--- config.mk ---
export PLATFORM = sky130hd
export DESIGN_NAME = cursor_port
export DESIGN_NICKNAME = d
export VERILOG_FILES = /design/src/rtl/cursor_port_pkg.sv /design/src/rtl/cursor_port_ctrl.sv /design/src/rtl/cursor_port_dp.sv /design/src/rtl/cursor_port.sv
export SDC_FILE = /design/constraint.sdc
export NUM_CORES = 1
export LEC_CHECK = 0
export ABC_CLOCK_PERIOD_IN_PS = 1800
export BUFFER_PORTS_ARGS = -buffer_cell sky130_fd_sc_hd__buf_2
export CAP_MARGIN = 40
export CELL_PAD_IN_SITES_DETAIL_PLACEMENT = 1
export CELL_PAD_IN_SITES_GLOBAL_PLACEMENT = 1
export CORE_ASPECT_RATIO = 2
export CORE_MARGIN = 1.5
export CORE_UTILIZATION = 31
export DETAILED_ROUTE_END_ITERATION = 8
export PLACE_DENSITY = 0.78
export SYNTH_ARGS = -nofsm -noshare
export SYNTH_HDL_FRONTEND = slang
export SYNTH_HIERARCHICAL = 1
export SYNTH_SLANG_ARGS = --single-unit
export TNS_END_PERCENT = 100
--- constraint.sdc ---
create_clock -name clk -period 1.8 [get_ports clk]
set_input_delay 0.36 -clock clk [delete_from_list [all_inputs] [get_ports clk]]
set_output_delay 0.36 -clock clk [all_outputs]
set_load 0.01 [all_outputs]
--- src/rtl/cursor_port_pkg.sv ---
package cursor_port_pkg;

  // Strobes handed from the control to the datapath each cycle
  typedef struct packed {
    logic doWrite;   // accepted write this cycle
    logic doRead;    // accepted read this cycle
    logic step;      // cursor advances after this cycle
    logic loadLow;   // preset lower half
    logic loadUp;    // preset upper half
    logic capture;   // memory data from last cycle's read is valid now
  } accCtl_t;

endpackage

--- src/rtl/cursor_port_ctrl.sv ---
module cursor_port_ctrl
  import cursor_port_pkg::*;
(
  input  logic    clk,
  input  logic    rstN,
  input  logic    wrStb,
  input  logic    rdStb,
  input  logic    loadLow,
  input  logic    loadUp,
  output accCtl_t ctl
);

  logic rdAccept;
  logic pendQ;

  // write has priority over a simultaneous read
  assign rdAccept = rdStb && !wrStb;

  always_ff @(posedge clk) begin
    if (!rstN) pendQ <= 1'b0;
    else       pendQ <= rdAccept;
  end

  always_comb begin
    ctl.doWrite = wrStb;
    ctl.doRead  = rdAccept;
    ctl.step    = wrStb || rdAccept;
    ctl.loadLow = loadLow;
    ctl.loadUp  = loadUp;
    ctl.capture = pendQ;
  end

endmodule

--- src/rtl/cursor_port_dp.sv ---
module cursor_port_dp
  import cursor_port_pkg::*;
#(
  parameter int LOW_W       = 4,
  parameter int UP_W        = 7,
  parameter int DATA_W      = 8,
  parameter int SMALL_BYTES = 640,
  parameter int LARGE_BYTES = 1280
) (
  input  logic                    clk,
  input  logic                    rstN,
  input  accCtl_t                 ctl,
  input  logic [LOW_W-1:0]        lowIn,
  input  logic [UP_W-1:0]         upIn,
  input  logic [LOW_W-1:0]        dispNum,
  input  logic                    bigRam,
  input  logic [DATA_W-1:0]       wrData,
  input  logic [DATA_W-1:0]       ramRdata,
  output logic [UP_W+LOW_W-1:0]   ramAddr,
  output logic                    ramWe,
  output logic [DATA_W-1:0]       ramWdata,
  output logic [DATA_W-1:0]       hostRdData
);

  localparam int ADDR_W = UP_W + LOW_W;
  localparam logic [UP_W-1:0]   TOP_BIG   = {UP_W{1'b1}};
  localparam logic [UP_W-1:0]   TOP_SMALL = TOP_BIG >> 1;
  localparam logic [ADDR_W:0]   LIM_SMALL = (ADDR_W+1)'(SMALL_BYTES);
  localparam logic [ADDR_W:0]   LIM_BIG   = (ADDR_W+1)'(LARGE_BYTES);

  logic [LOW_W-1:0]  lowQ, lowNext, lowReload;
  logic [UP_W-1:0]   upQ, upNext, upTop;
  logic [ADDR_W:0]   sizeLim;
  logic              inRange;
  logic              capOkQ;
  logic [DATA_W-1:0] fetched;
  logic [DATA_W-1:0] holdQ;

  assign lowReload = dispNum - LOW_W'(1);
  assign upTop     = bigRam ? TOP_BIG : TOP_SMALL;
  assign sizeLim   = bigRam ? LIM_BIG : LIM_SMALL;

  // next cursor: a preset wins for its own half
  always_comb begin
    lowNext = lowQ;
    upNext  = upQ;
    if (ctl.step) begin
      if (lowQ == '0) begin
        lowNext = lowReload;
        upNext  = (upQ == '0) ? upTop : upQ - UP_W'(1);
      end else begin
        lowNext = lowQ - LOW_W'(1);
      end
    end
    if (ctl.loadLow) lowNext = lowIn;
    if (ctl.loadUp)  upNext  = upIn;
  end

  always_ff @(posedge clk) begin
    if (!rstN) begin
      lowQ <= '0;
      upQ  <= '0;
    end else begin
      lowQ <= lowNext;
      upQ  <= upNext;
    end
  end

  assign ramAddr  = {upQ, lowQ};
  assign inRange  = {1'b0, ramAddr} < sizeLim;
  assign ramWe    = ctl.doWrite && inRange;
  assign ramWdata = wrData;

  // remember whether the pending fetch hit real memory
  always_ff @(posedge clk) begin
    if (!rstN)           capOkQ <= 1'b0;
    else if (ctl.doRead) capOkQ <= inRange;
  end

  assign fetched = capOkQ ? ramRdata : '0;

  always_ff @(posedge clk) begin
    if (!rstN)            holdQ <= '0;
    else if (ctl.capture) holdQ <= fetched;
  end

  // bypass so a back-to-back read sees the byte fetched one cycle earlier
  assign hostRdData = ctl.capture ? fetched : holdQ;

endmodule

--- src/rtl/cursor_port.sv ---
module cursor_port
  import cursor_port_pkg::*;
#(
  parameter int LOW_W       = 4,
  parameter int UP_W        = 7,
  parameter int DATA_W      = 8,
  parameter int SMALL_BYTES = 640,
  parameter int LARGE_BYTES = 1280
) (
  input  logic                  clk,
  input  logic                  rstN,
  input  logic                  loadLow,
  input  logic                  loadUp,
  input  logic [LOW_W-1:0]      lowIn,
  input  logic [UP_W-1:0]       upIn,
  input  logic [LOW_W-1:0]      dispNum,
  input  logic                  bigRam,
  input  logic                  wrStb,
  input  logic                  rdStb,
  input  logic [DATA_W-1:0]     wrData,
  output logic [DATA_W-1:0]     hostRdData,
  output logic [UP_W+LOW_W-1:0] ramAddr,
  output logic                  ramWe,
  output logic [DATA_W-1:0]     ramWdata,
  input  logic [DATA_W-1:0]     ramRdata
);

  accCtl_t ctl;

  cursor_port_ctrl uCtrl (
    .clk     (clk),
    .rstN    (rstN),
    .wrStb   (wrStb),
    .rdStb   (rdStb),
    .loadLow (loadLow),
    .loadUp  (loadUp),
    .ctl     (ctl)
  );

  cursor_port_dp #(
    .LOW_W       (LOW_W),
    .UP_W        (UP_W),
    .DATA_W      (DATA_W),
    .SMALL_BYTES (SMALL_BYTES),
    .LARGE_BYTES (LARGE_BYTES)
  ) uDp (
    .clk        (clk),
    .rstN       (rstN),
    .ctl        (ctl),
    .lowIn      (lowIn),
    .upIn       (upIn),
    .dispNum    (dispNum),
    .bigRam     (bigRam),
    .wrData     (wrData),
    .ramRdata   (ramRdata),
    .ramAddr    (ramAddr),
    .ramWe      (ramWe),
    .ramWdata   (ramWdata),
    .hostRdData (hostRdData)
  );

endmodule

==> metrics.md, run 1 <==
| Metric | Value |
|---|---|
| Status | `finished with violations` |
| Violated checks | `negative setup slack` |
| Startpoint types | `register` |
| FILL cells | `around 520` |
| Clock sink total | `21` |
| First-pass GRT wire length | `between 5000 and 6000 µm` |
| Post-synthesis register bit count | `21` |
| # IOs | `66` |
| Gate Count Post-Synth | `164` |
| Warnings from Yosys | `6` |
| Power Dens Cells | `slightly above 700 nW/µm²` |
| DRT antenna net count | `0` |
| Area grow syn2layout | `25.8%` |
| Most numerous cell in the Yosys netlist | `dfxtp_1` |
| Synth Cell Area | `around 1300 µm²` |
| DRT Pass-1 Iters | `2` |
| Vias in the first global route | `around 1300` |
| Core Region | `4090 µm²` |
| Cell taking the most area after synthesis | `dfxtp_1` |
| Hold Vio Cnt, Final | `0` |
| Clock Tree Buf Depth | `2` |
| Total GRT Usage | `roughly 16%` |
| Crit end category | `output pin` |
| Worst path required time | `between 1000 and 1500 ps` |
| Pin count of the biggest net entering global routing | `25` |
| Final setup viols | `1` |
| Synthesized area per cell | `between 8 and 9 µm²` |
| I/O Buffers | `roughly 50` |
| Yosys cell types | `46` |
| Grt total ovfl | `0` |
| Later-pin clock latency in the skew report | `around 250 ps` |
| Ratio of cells with drive above 1 in the final layout | `between 30% and 40%` |
| Final worst slack | `-7.70 ps` |
| Die Y | `between 90 and 100 µm` |
| Vias/cell | `about 5.0` |
| Post-synth EDFFs | `0` |
| Number of nets in the layout | `250` |
| Setup CP Type | `reg2out` |
| # diodes | `0` |
| Synth area leaders | `dfxtp_1, buf_4, ha_1` |
| Post-synth top flop | `dfxtp_1` |
| CP max FO | `2` |
| Slew at the pin closest to its max-slew limit | `between 400 and 500 ps` |
| Maximum vdd drop | `0.362 mV` |
| Overall power | `1210 µW` |
| Crit path DAT | `~1500 ps` |
| Max_cap viols | `0` |
| Post-CTS Hold Buffers | `0` |
| Slew Limit Headroom | `70.9%` |
| 1st-iter DRT viols | `13` |
| Clock root buffer | `clkbuf_8` |
| RSZ-0062 raised after global routing | `true` |
| Final wirelength | `3560 µm` |
| Row count | `33` |
| Clock transition at the registers of the reported paths | `around 80 ps` |
| H-tree depth | `1` |
| Seq/Total Area, Yosys | `a little under a third` |
| Synth top area share | `31.7%` |
| GP Congestion | `0.776` |
| Syn_nets | `about 210` |
| Slew Viols, Final | `0` |
| Wire per inst | `13.9 µm` |
| Post-CTS Setup Bufs | `0` |
| Starting Density | `between 30% and 40%` |
| Initial antenna violation count | `0` |
| Post-route minimum period | `roughly 1800 ps` |
| Final period utilization | `100%` |
| Via count | `approximately 1300` |
| CTS buffer count | `3` |
| FFs w/ async S/R, synth | `0%` |
| TritonCTS clock tree | `yes` |
| Synth cell count leaders | `dfxtp_1, inv_1, buf_4, nand2_1, o21ai_1` |
| DRC errors left | `0` |
| DP Wirelength | `about 2800 µm` |
| Setup Skew | `approximately 3.3 ps` |
| Hold Path Class | `in2reg` |
| Achievable Freq | `0.553 GHz` |
| Static Leak | `about 0.00074 µW` |
| Die Wd | `a little under 50 µm` |
| Die area | `roughly 4700 µm²` |
| Fin Hold WS | `between 300 and 400 ps` |
| Setup TNS | `-7.70 ps` |
==> per-layer routing <==
layer  vias up  wire, µm  track usage [%]
met4         0        55             6.19
met2        26      2030             30.7
met1       599      1360             16.8
met3         4       116             1.41
met5         -         0                0
li1        646         -                -
==> kinds of logic (layout without fill, tap and decap cells) <==
family | Yosys count | in the layout | synth area share [%]
and+or+nand+nor | 58 | 58 | 25.9
adders and majority gates | 6 | 6 | 5.66
DFF | 21 | 21 | 31.7
muxes | 2 | 2 | 1.70
AOI/OAI and AO/OA | 42 | 42 | 20.9
buffers and inverters | 34 | 75 | 13.4
xor gates and xnor gates | 1 | 1 | 0.660
==> what timing repair did <==
item / 4_1_cts / 5_1_grt
pin swaps: 4 / 0
resized for setup: 10 / 2
endpoints found under the setup margin: 1 / 1
hold endpoints to repair: 0 / 0
==> path summary, 6_finish.rpt <==
kind,start,cells after the start,end,slack (ps)
worst min register to register,uDp/capOkQ$_SDFFE_PN0P_,2,uDp/capOkQ$_SDFFE_PN0P_,490
worst max register to register,uDp/lowQ[3]$_SDFFE_PN0P_,6,uDp/lowQ[2]$_SDFFE_PN0P_,230
worst max-delay path,uDp/upQ[5]$_SDFFE_PN0P_,5,ramWe,-8
worst min-delay path,lowIn[2],3,uDp/lowQ[2]$_SDFFE_PN0P_,340
==> cell usage in the layout, fill, tap and decap left out, types with 2 or more instances in the layout <==
master     n
nor3b_1    2
a31oi_1    2
o21ai_1   12
nand2_1   13
ha_4       2
nand2b_1   2
buf_2     48
inv_1     14
or2_1      2
o21ai_0    5
mux2_2     2
buf_4      7
nor2b_1    2
dfxtp_1   19
nand3_1    9
ha_1       4
nor2_1     5
a211oi_1   3
a41oi_1    2
a21boi_1   2
a21oi_1    3
dfxtp_2    2
nor3_1     3
clkbuf_8   3
and2_1     9
==> state kept, by name (all words and copies together) (netlist names) <==
name,flops
uDp/upQ,7
uDp/capOkQ,1
uCtrl/pendQ,1
uDp/lowQ,4
uDp/holdQ,8
==> final cells by class <==
cell class / count / area, µm² / area share [%]
multi-input cells: 109 / 782 / 46.9
clock buffers: 4 / 45.0 / 2.70
inverters: 16 / 60.1 / 3.60
repair buffers: 55 / 293 / 17.6
flip-flops and latches: 21 / 423 / 25.4
well taps: 52 / 65.1 / 3.90
==> where the power goes <==
group	leakage, µW	internal [µW]	total, µW	switching (µW)
Combinational	0.000544	178	371	192
Clock	0.0000228	157	304	147
Sequential	0.000173	495	532	37.2
==> metrics by stage <==
stage          area (µm²)  setup slack (ps)  util [%]  instances
6_report             1670             -7.70      40.8        257
5_1_grt              1670             -64.4      40.8        257
4_1_cts              1660             -42.6      40.6        257
3_5_place_dp         1560              -201      38.3        253
3_3_place_gp         1560             -62.6      38.3        253
2_1_floorplan        1330              96.0         -        164
==> critical path, stage by stage, from the launching register on <==
cell and delay [ps]:
dfxtp_2 350, ha_4 230, or2_4 230, a21oi_4 130, o21a_1 130, buf_2 130
(Power assumes the default switching activity.)
==> run 2, diff against run 1 <==
==> constraint.sdc (replaced) <==
create_clock -name clk -period 1.8 [get_ports clk]
set_input_delay 0.09 -clock clk [delete_from_list [all_inputs] [get_ports clk]]
set_output_delay 0.09 -clock clk [all_outputs]
set_load 0.01 [all_outputs]
==> metrics.md, run 2 (synthesis results as in run 1) <==
| Metric | Value |
|---|---|
| Status | `completed` |
| Max_cap viols | `0 (unchanged)` |
| Clock Tree Buf Depth | `2 (unchanged)` |
| Clock transition at the registers of the reported paths | `80 ps (about the same)` |
| Worst path required time | `1710 ps (+270 ps)` |
| Row count | `33 (unchanged)` |
| Area grow syn2layout | `20.5%` |
| Clock sink total | `21 (unchanged)` |
| Clock root buffer | `clkbuf_8` |
| Die Wd | `49.3 µm (unchanged)` |
| Slew Viols, Final | `0 (unchanged)` |
| I/O Buffers | `49 (unchanged)` |
| Hold Vio Cnt, Final | `0 (unchanged)` |
| Startpoint types | `register` |
| DRT antenna net count | `0 (unchanged)` |
| Setup Skew | `2.24 ps (-1.08 ps)` |
| Pin count of the biggest net entering global routing | `25 (unchanged)` |
| Die area | `4700 µm² (unchanged)` |
| Final setup viols | `0 (-1)` |
| # IOs | `66 (unchanged)` |
| Starting Density | `32.4% (unchanged)` |
| Hold Path Class | `in2reg` |
| CP max FO | `5 (+3)` |
| Setup CP Type | `reg2out` |
| Power Dens Cells | `736 nW/µm² (+1.7%)` |
| Via count | `1299 (+1.9%)` |
| Area of the multi-input gates | `738 µm² (-5.6%)` |
| DRT Pass-1 Iters | `4 (+2)` |
| CTS buffer count | `3 (unchanged)` |
| Number of nets in the layout | `247 (-1.2%)` |
| Ratio of cells with drive above 1 in the final layout | `33.7% (-2.9 points)` |
| Final wirelength | `3520 µm (-1.2%)` |
| RSZ-0062 raised after global routing | `false` |
| Slew at the pin closest to its max-slew limit | `376 ps (-55.3 ps)` |
| Storage element area | `422 µm² (-0.30%)` |
| GP Congestion | `0.788 (+1.6%)` |
| TritonCTS clock tree | `yes` |
| Core Region | `4090 µm² (unchanged)` |
| Final period utilization | `95.0% (-5.5 points)` |
| Vias in the first global route | `1379 (+9.1%)` |
| H-tree depth | `1 (unchanged)` |
| Most common cell after layout, fill and taps aside | `buf_2` |
| Flop-to-flop setup slack | `270 ps (+40 ps)` |
| Vias/cell | `5.11 (+3.1%)` |
| FILL cells | `517 (-1.1%)` |
| Later-pin clock latency in the skew report | `250 ps (about the same)` |
| Setup TNS | `0 ps (+7.70 ps)` |
| DRC errors left | `0 (unchanged)` |
| Wire per inst | `13.9 µm (about the same)` |
| Slew Limit Headroom | `74.6% (+3.7 points)` |
| Achievable Freq | `0.585 GHz (+5.8%)` |
| Total GRT Usage | `16.0% (+0.28 points)` |
| Largest registers | `uDp/holdQ: 8 flops, uDp/upQ: 7 flops, uDp/lowQ: 4 flops` |
| Number of flip-flops in the largest register | `8 (unchanged)` |
| First-pass GRT wire length | `5910 µm (+1.7%)` |
| Static Leak | `0.000715 µW (-3.3%)` |
| Die Y | `95.5 µm (unchanged)` |
| 1st-iter DRT viols | `16 (+3)` |
| Post-CTS Hold Buffers | `0 (unchanged)` |
| Maximum vdd drop | `0.418 mV (+15%)` |
| DP Wirelength | `2780 µm (-1.2%)` |
| Largest register by flop count | `uDp/holdQ` |
| Initial antenna violation count | `0 (unchanged)` |
| Grt total ovfl | `0 (unchanged)` |
| Crit path DAT | `1620 ps (+170 ps)` |
| Overall power | `1180 µW (-2.6%)` |
| Post-route minimum period | `1710 ps (-98.5 ps)` |
| Crit end category | `output pin` |
| Most frequent cells in the layout | `buf_2, dfxtp_1, inv_1` |
| # diodes | `0 (unchanged)` |
==> run 2: path summary, 6_finish.rpt <==
| kind | cells past startpoint | start | endpoint |
|---|---|---|---|
| worst max register to register | 6 | uDp/lowQ[3]$_SDFFE_PN0P_ | uDp/lowQ[2]$_SDFFE_PN0P_ |
| worst min register to register | 2 | uDp/capOkQ$_SDFFE_PN0P_ | uDp/capOkQ$_SDFFE_PN0P_ |
| worst min-delay path | 3 | upIn[5] | uDp/upQ[5]$_SDFFE_PN0P_ |
| worst max-delay path | 5 | uDp/upQ[5]$_SDFFE_PN0P_ | ramWe |
==> run 2: area by class of cell <==
type	count	share of cell area [%]
multi-input cells	109	46.2
flip-flops and latches	21	26.4
repair buffers	52	16.8
well taps	52	4.07
inverters	16	3.76
clock buffers	4	2.82
==> run 2: stage by stage <==
stage	std cells	area (µm²)	worst slack [ps]	hold slack (ps)	utilization, %
CTS	254	1590	55.2	56.2	39.0
floorplan	164	1330	362	223	-
finish	254	1600	90.8	57.8	39.1
global route	254	1600	3.74	66.0	39.1
global placement	250	1540	301	180	37.7
detailed placement	250	1540	259	180	37.7
==> run 2: routing by layer <==
layer | vias up | global-route usage [%] | share of wire (%)
li1 | 639 | - | -
met1 | 616 | 16.0 | 36
met2 | 36 | 31.9 | 57
met3 | 8 | 0.940 | 3.7
met4 | 0 | 8.57 | 2.9
met5 | - | 0 | 0
==> run 2: critical path, cell delays in order (launching register included) <==
cell and delay, ps:
dfxtp_2 390, ha_1 240, or2_2 310, a21oi_2 180
o21a_1 130, buf_2 120
==> run 2: repair_timing <==
action,CTS,global route
endpoints found under the setup margin,1,1
setup buffers,0,0
resized for setup,2,1
==> run 2: power by group <==
group | switching [µW] | total, µW | leakage, µW | internal, µW
clock network | 148 | 305 | 0.0000228 | 157
registers | 41.2 | 535 | 0.000173 | 494
logic | 178 | 335 | 0.000520 | 157
==> run 3, diff against run 2 <==
--- a/config.mk
+++ b/config.mk
@@ -14,9 +14,9 @@
 export CORE_MARGIN = 1.5
 export CORE_UTILIZATION = 31
 export DETAILED_ROUTE_END_ITERATION = 8
-export PLACE_DENSITY = 0.78
+export PLACE_DENSITY = 0.8
+export RECOVER_POWER = 100
 export SYNTH_ARGS = -nofsm -noshare
 export SYNTH_HDL_FRONTEND = slang
 export SYNTH_HIERARCHICAL = 1
 export SYNTH_SLANG_ARGS = --single-unit
-export TNS_END_PERCENT = 100
==> metrics.md, run 3 (synthesis results as in run 1) <==
| Metric | Value |
|---|---|
| Status | `completed` |
| WP depth | `5 (unchanged)` |
| DP Area | `1530 µm² (-0.49%)` |
| Post-Place Worst Slack | `246 ps (-12.4 ps)` |
| Crit end category | `output pin` |
| Core Region | `4090 µm² (unchanged)` |
| Clock Tree Buf Depth | `2 (unchanged)` |
| Most common cell after layout, fill and taps aside | `buf_2` |
| CP max stage cell | `dfxtp_2` |
| RSZ-0062 raised after global routing | `false` |
| CP peak stage delay | `380 ps (about the same)` |
| WP buf/inv | `1 (unchanged)` |
| Max_cap viols | `0 (unchanged)` |
| Critical path's top delay family | `flip-flops` |
| Sw Ratio | `31.3% (+0.050 points)` |
| Number of flip-flops in the largest register | `8 (unchanged)` |
| Die Y | `95.5 µm (unchanged)` |
| Largest registers | `uDp/holdQ: 8 flops, uDp/upQ: 7 flops, uDp/lowQ: 4 flops` |
| # diodes | `0 (unchanged)` |
| Flop-to-flop setup slack | `220 ps (-50 ps)` |
| Startpoint types | `register` |
| Worst path required time | `1710 ps (about the same)` |
| Ratio of cells with drive above 1 in the final layout | `26.4% (-7.3 points)` |
| CTS resizes | `2 (unchanged)` |
| Post-Place Cells | `249 (-0.40%)` |
| Post-CTS Hold Buffers | `0 (unchanged)` |
| Hold path endpoint | `uDp/upQ[5]$_SDFFE_PN0P_` |
| Die area | `4700 µm² (unchanged)` |
| First-pass GRT wire length | `5750 µm (-2.6%)` |
| Later-pin clock latency in the skew report | `260 ps (about the same)` |
| Sequential Power Share | `46.3% (+0.8 points)` |
| Net switching component of the power | `362 µW (-1.5%)` |
| Number of nets in the layout | `246 (-0.40%)` |
| Post-CTS Setup Bufs | `0 (unchanged)` |
| Vias in the first global route | `1289 (-6.5%)` |
| CP max FO | `5 (unchanged)` |
| Min-delay src | `upIn[5]` |
| Grt total ovfl | `0 (unchanged)` |
| DRT Pass-1 Iters | `5 (+1)` |
| DRT antenna net count | `0 (unchanged)` |
| Crit path DAT | `1600 ps (-20 ps)` |
| Row count | `33 (unchanged)` |
| Hold Vio Cnt, Final | `0 (unchanged)` |
| H-tree depth | `1 (unchanged)` |
| FILL cells | `541 (+4.6%)` |
| Slew at the pin closest to its max-slew limit | `873 ps (+497 ps)` |
| Hold depth | `3 (unchanged)` |
| # IOs | `66 (unchanged)` |
| CTS buffer count | `3 (unchanged)` |
| Initial antenna violation count | `0 (unchanged)` |
| 1st-iter DRT viols | `13 (-3)` |
| Most frequent cells in the layout | `buf_2, dfxtp_1, clkbuf_1, inv_1, nand2_1` |
| Clk pwr share | `26.5% (+0.5 points)` |
| Static Leak | `0.000648 µW (-9.3%)` |
| Wire per inst | `13.7 µm (-1.3%)` |
| Slew Limit Headroom | `41.8% (-33 points)` |
| Total GRT Usage | `15.6% (-0.42 points)` |
| Area grow syn2layout | `17.9%` |
| DRC errors left | `0 (unchanged)` |
| Reg-to-reg startpoint | `uDp/lowQ[3]$_SDFFE_PN0P_` |
| Worst reg2reg path depth | `6 (unchanged)` |
| Setup TNS | `0 ps (unchanged)` |
| Clock transition at the registers of the reported paths | `80 ps (about the same)` |
| Util after Layout | `38.3% (-0.83 points)` |
| Finished Cell Area | `1560 µm² (-2.1%)` |
| DP Wirelength | `2720 µm (-2.1%)` |
| FF-to-FF End | `uDp/lowQ[2]$_SDFFE_PN0P_` |
| Via count | `1311 (+0.92%)` |
| Slew Viols, Final | `0 (unchanged)` |
| GP Congestion | `0.804 (+2.0%)` |
| Power Dens Cells | `739 nW/µm² (+0.44%)` |
| Post-route minimum period | `1690 ps (-16.8 ps)` |
| Die Wd | `49.3 µm (unchanged)` |
| Setup CP Type | `reg2out` |
| Achievable Freq | `0.591 GHz (+0.99%)` |
| I/O Buffers | `49 (unchanged)` |
| Clock root buffer | `clkbuf_8` |
| P_int | `794 µW (-1.8%)` |
| TritonCTS clock tree | `yes` |
| Setup Skew | `5.99 ps (+3.75 ps)` |
| Crit path cell chain | `ha_1, or2_2, a21oi_2, o21a_1, buf_2` |
| Largest register by flop count | `uDp/holdQ` |
| Final setup viols | `0 (unchanged)` |
| Post-Layout Cell Count | `253 (-0.39%)` |
| Hold Path Class | `in2reg` |
| Final period utilization | `94.0% (-0.93 points)` |
| Final worst slack | `108 ps (+16.8 ps)` |
| Final wirelength | `3460 µm (-1.7%)` |
| Combinational cell fraction of total power | `27.2% (-1.3 points)` |
| Clock sink total | `21 (unchanged)` |
| Pin count of the biggest net entering global routing | `25 (unchanged)` |
| Vias/cell | `5.18 (+1.3%)` |
| Maximum vdd drop | `0.310 mV (-26%)` |
| Starting Density | `32.4% (unchanged)` |
-- run 3: cell count changes in the layout (fill, tap and decap cells not counted), moves of 2 or more --
| cell | delta |
|---|---|
| buf_2 | -14 |
| and2_1 | -2 |
| clkbuf_1 | +14 |
| o21ai_1 | -6 |
| o21ai_0 | +6 |
| and2_0 | +3 |
-- run 3: per-stage QoR --
step | hold WS (ps) | power (µW)
after floorplan | 223 | 767
after global placement | 180 | 860
after detailed placement | 180 | 867
after CTS | 54.3 | 1190
after global routing | 58.1 | 1230
final | 58.8 | 1160
-- run 3: routing by layer --
metal  GRT usage (%)  part of all wire [%]
met5               0                     0
met4            7.86                   1.9
met3            1.41                   4.6
met2            30.6                    58
met1            15.8                    36
-- run 3: worst max-delay path by stage --
stage / from / to / slack, ps
2_1_floorplan: uDp/lowQ[3]$_SDFFE_PN0P_ / uDp/lowQ[2]$_SDFFE_PN0P_ / 360
3_3_place_gp: uDp/upQ[4]$_SDFFE_PN0P_ / ramWe / 250
3_5_place_dp: uDp/upQ[5]$_SDFFE_PN0P_ / ramWe / 250
4_1_cts: uDp/upQ[5]$_SDFFE_PN0P_ / ramWe / 40
5_1_grt: uDp/upQ[5]$_SDFFE_PN0P_ / ramWe / 30
6_report: uDp/upQ[5]$_SDFFE_PN0P_ / ramWe / 110
-- run 3: layout make-up --
type                            instances  area [µm²]  area share (%)
Multi-Input combinational cell        109         728            46.6
Sequential cell                        21         423            27.0
Timing Repair Buffer                   51         243            15.5
Tap cell                               52        65.1            4.16
Inverter                               16        60.1            3.84
Clock buffer                            4        45.0            2.88
-- run 3: power by group through the flow --
stage          clock, µW  combinational, µW  sequential (µW)
2_1_floorplan          0                217              550
3_3_place_gp           0                314              547
3_5_place_dp           0                319              548
4_1_cts              326                324              538
5_1_grt              339                352              541
6_report             306                314              535
-- run 3: worst reg2reg max path, cell delays in order, from the launching register on --
cell,delay [ps]
dfxtp_1,410
nor2_1,100
a31oi_1,230
ha_1,210
o21ai_0,100
a221o_1,300
a21boi_0,160
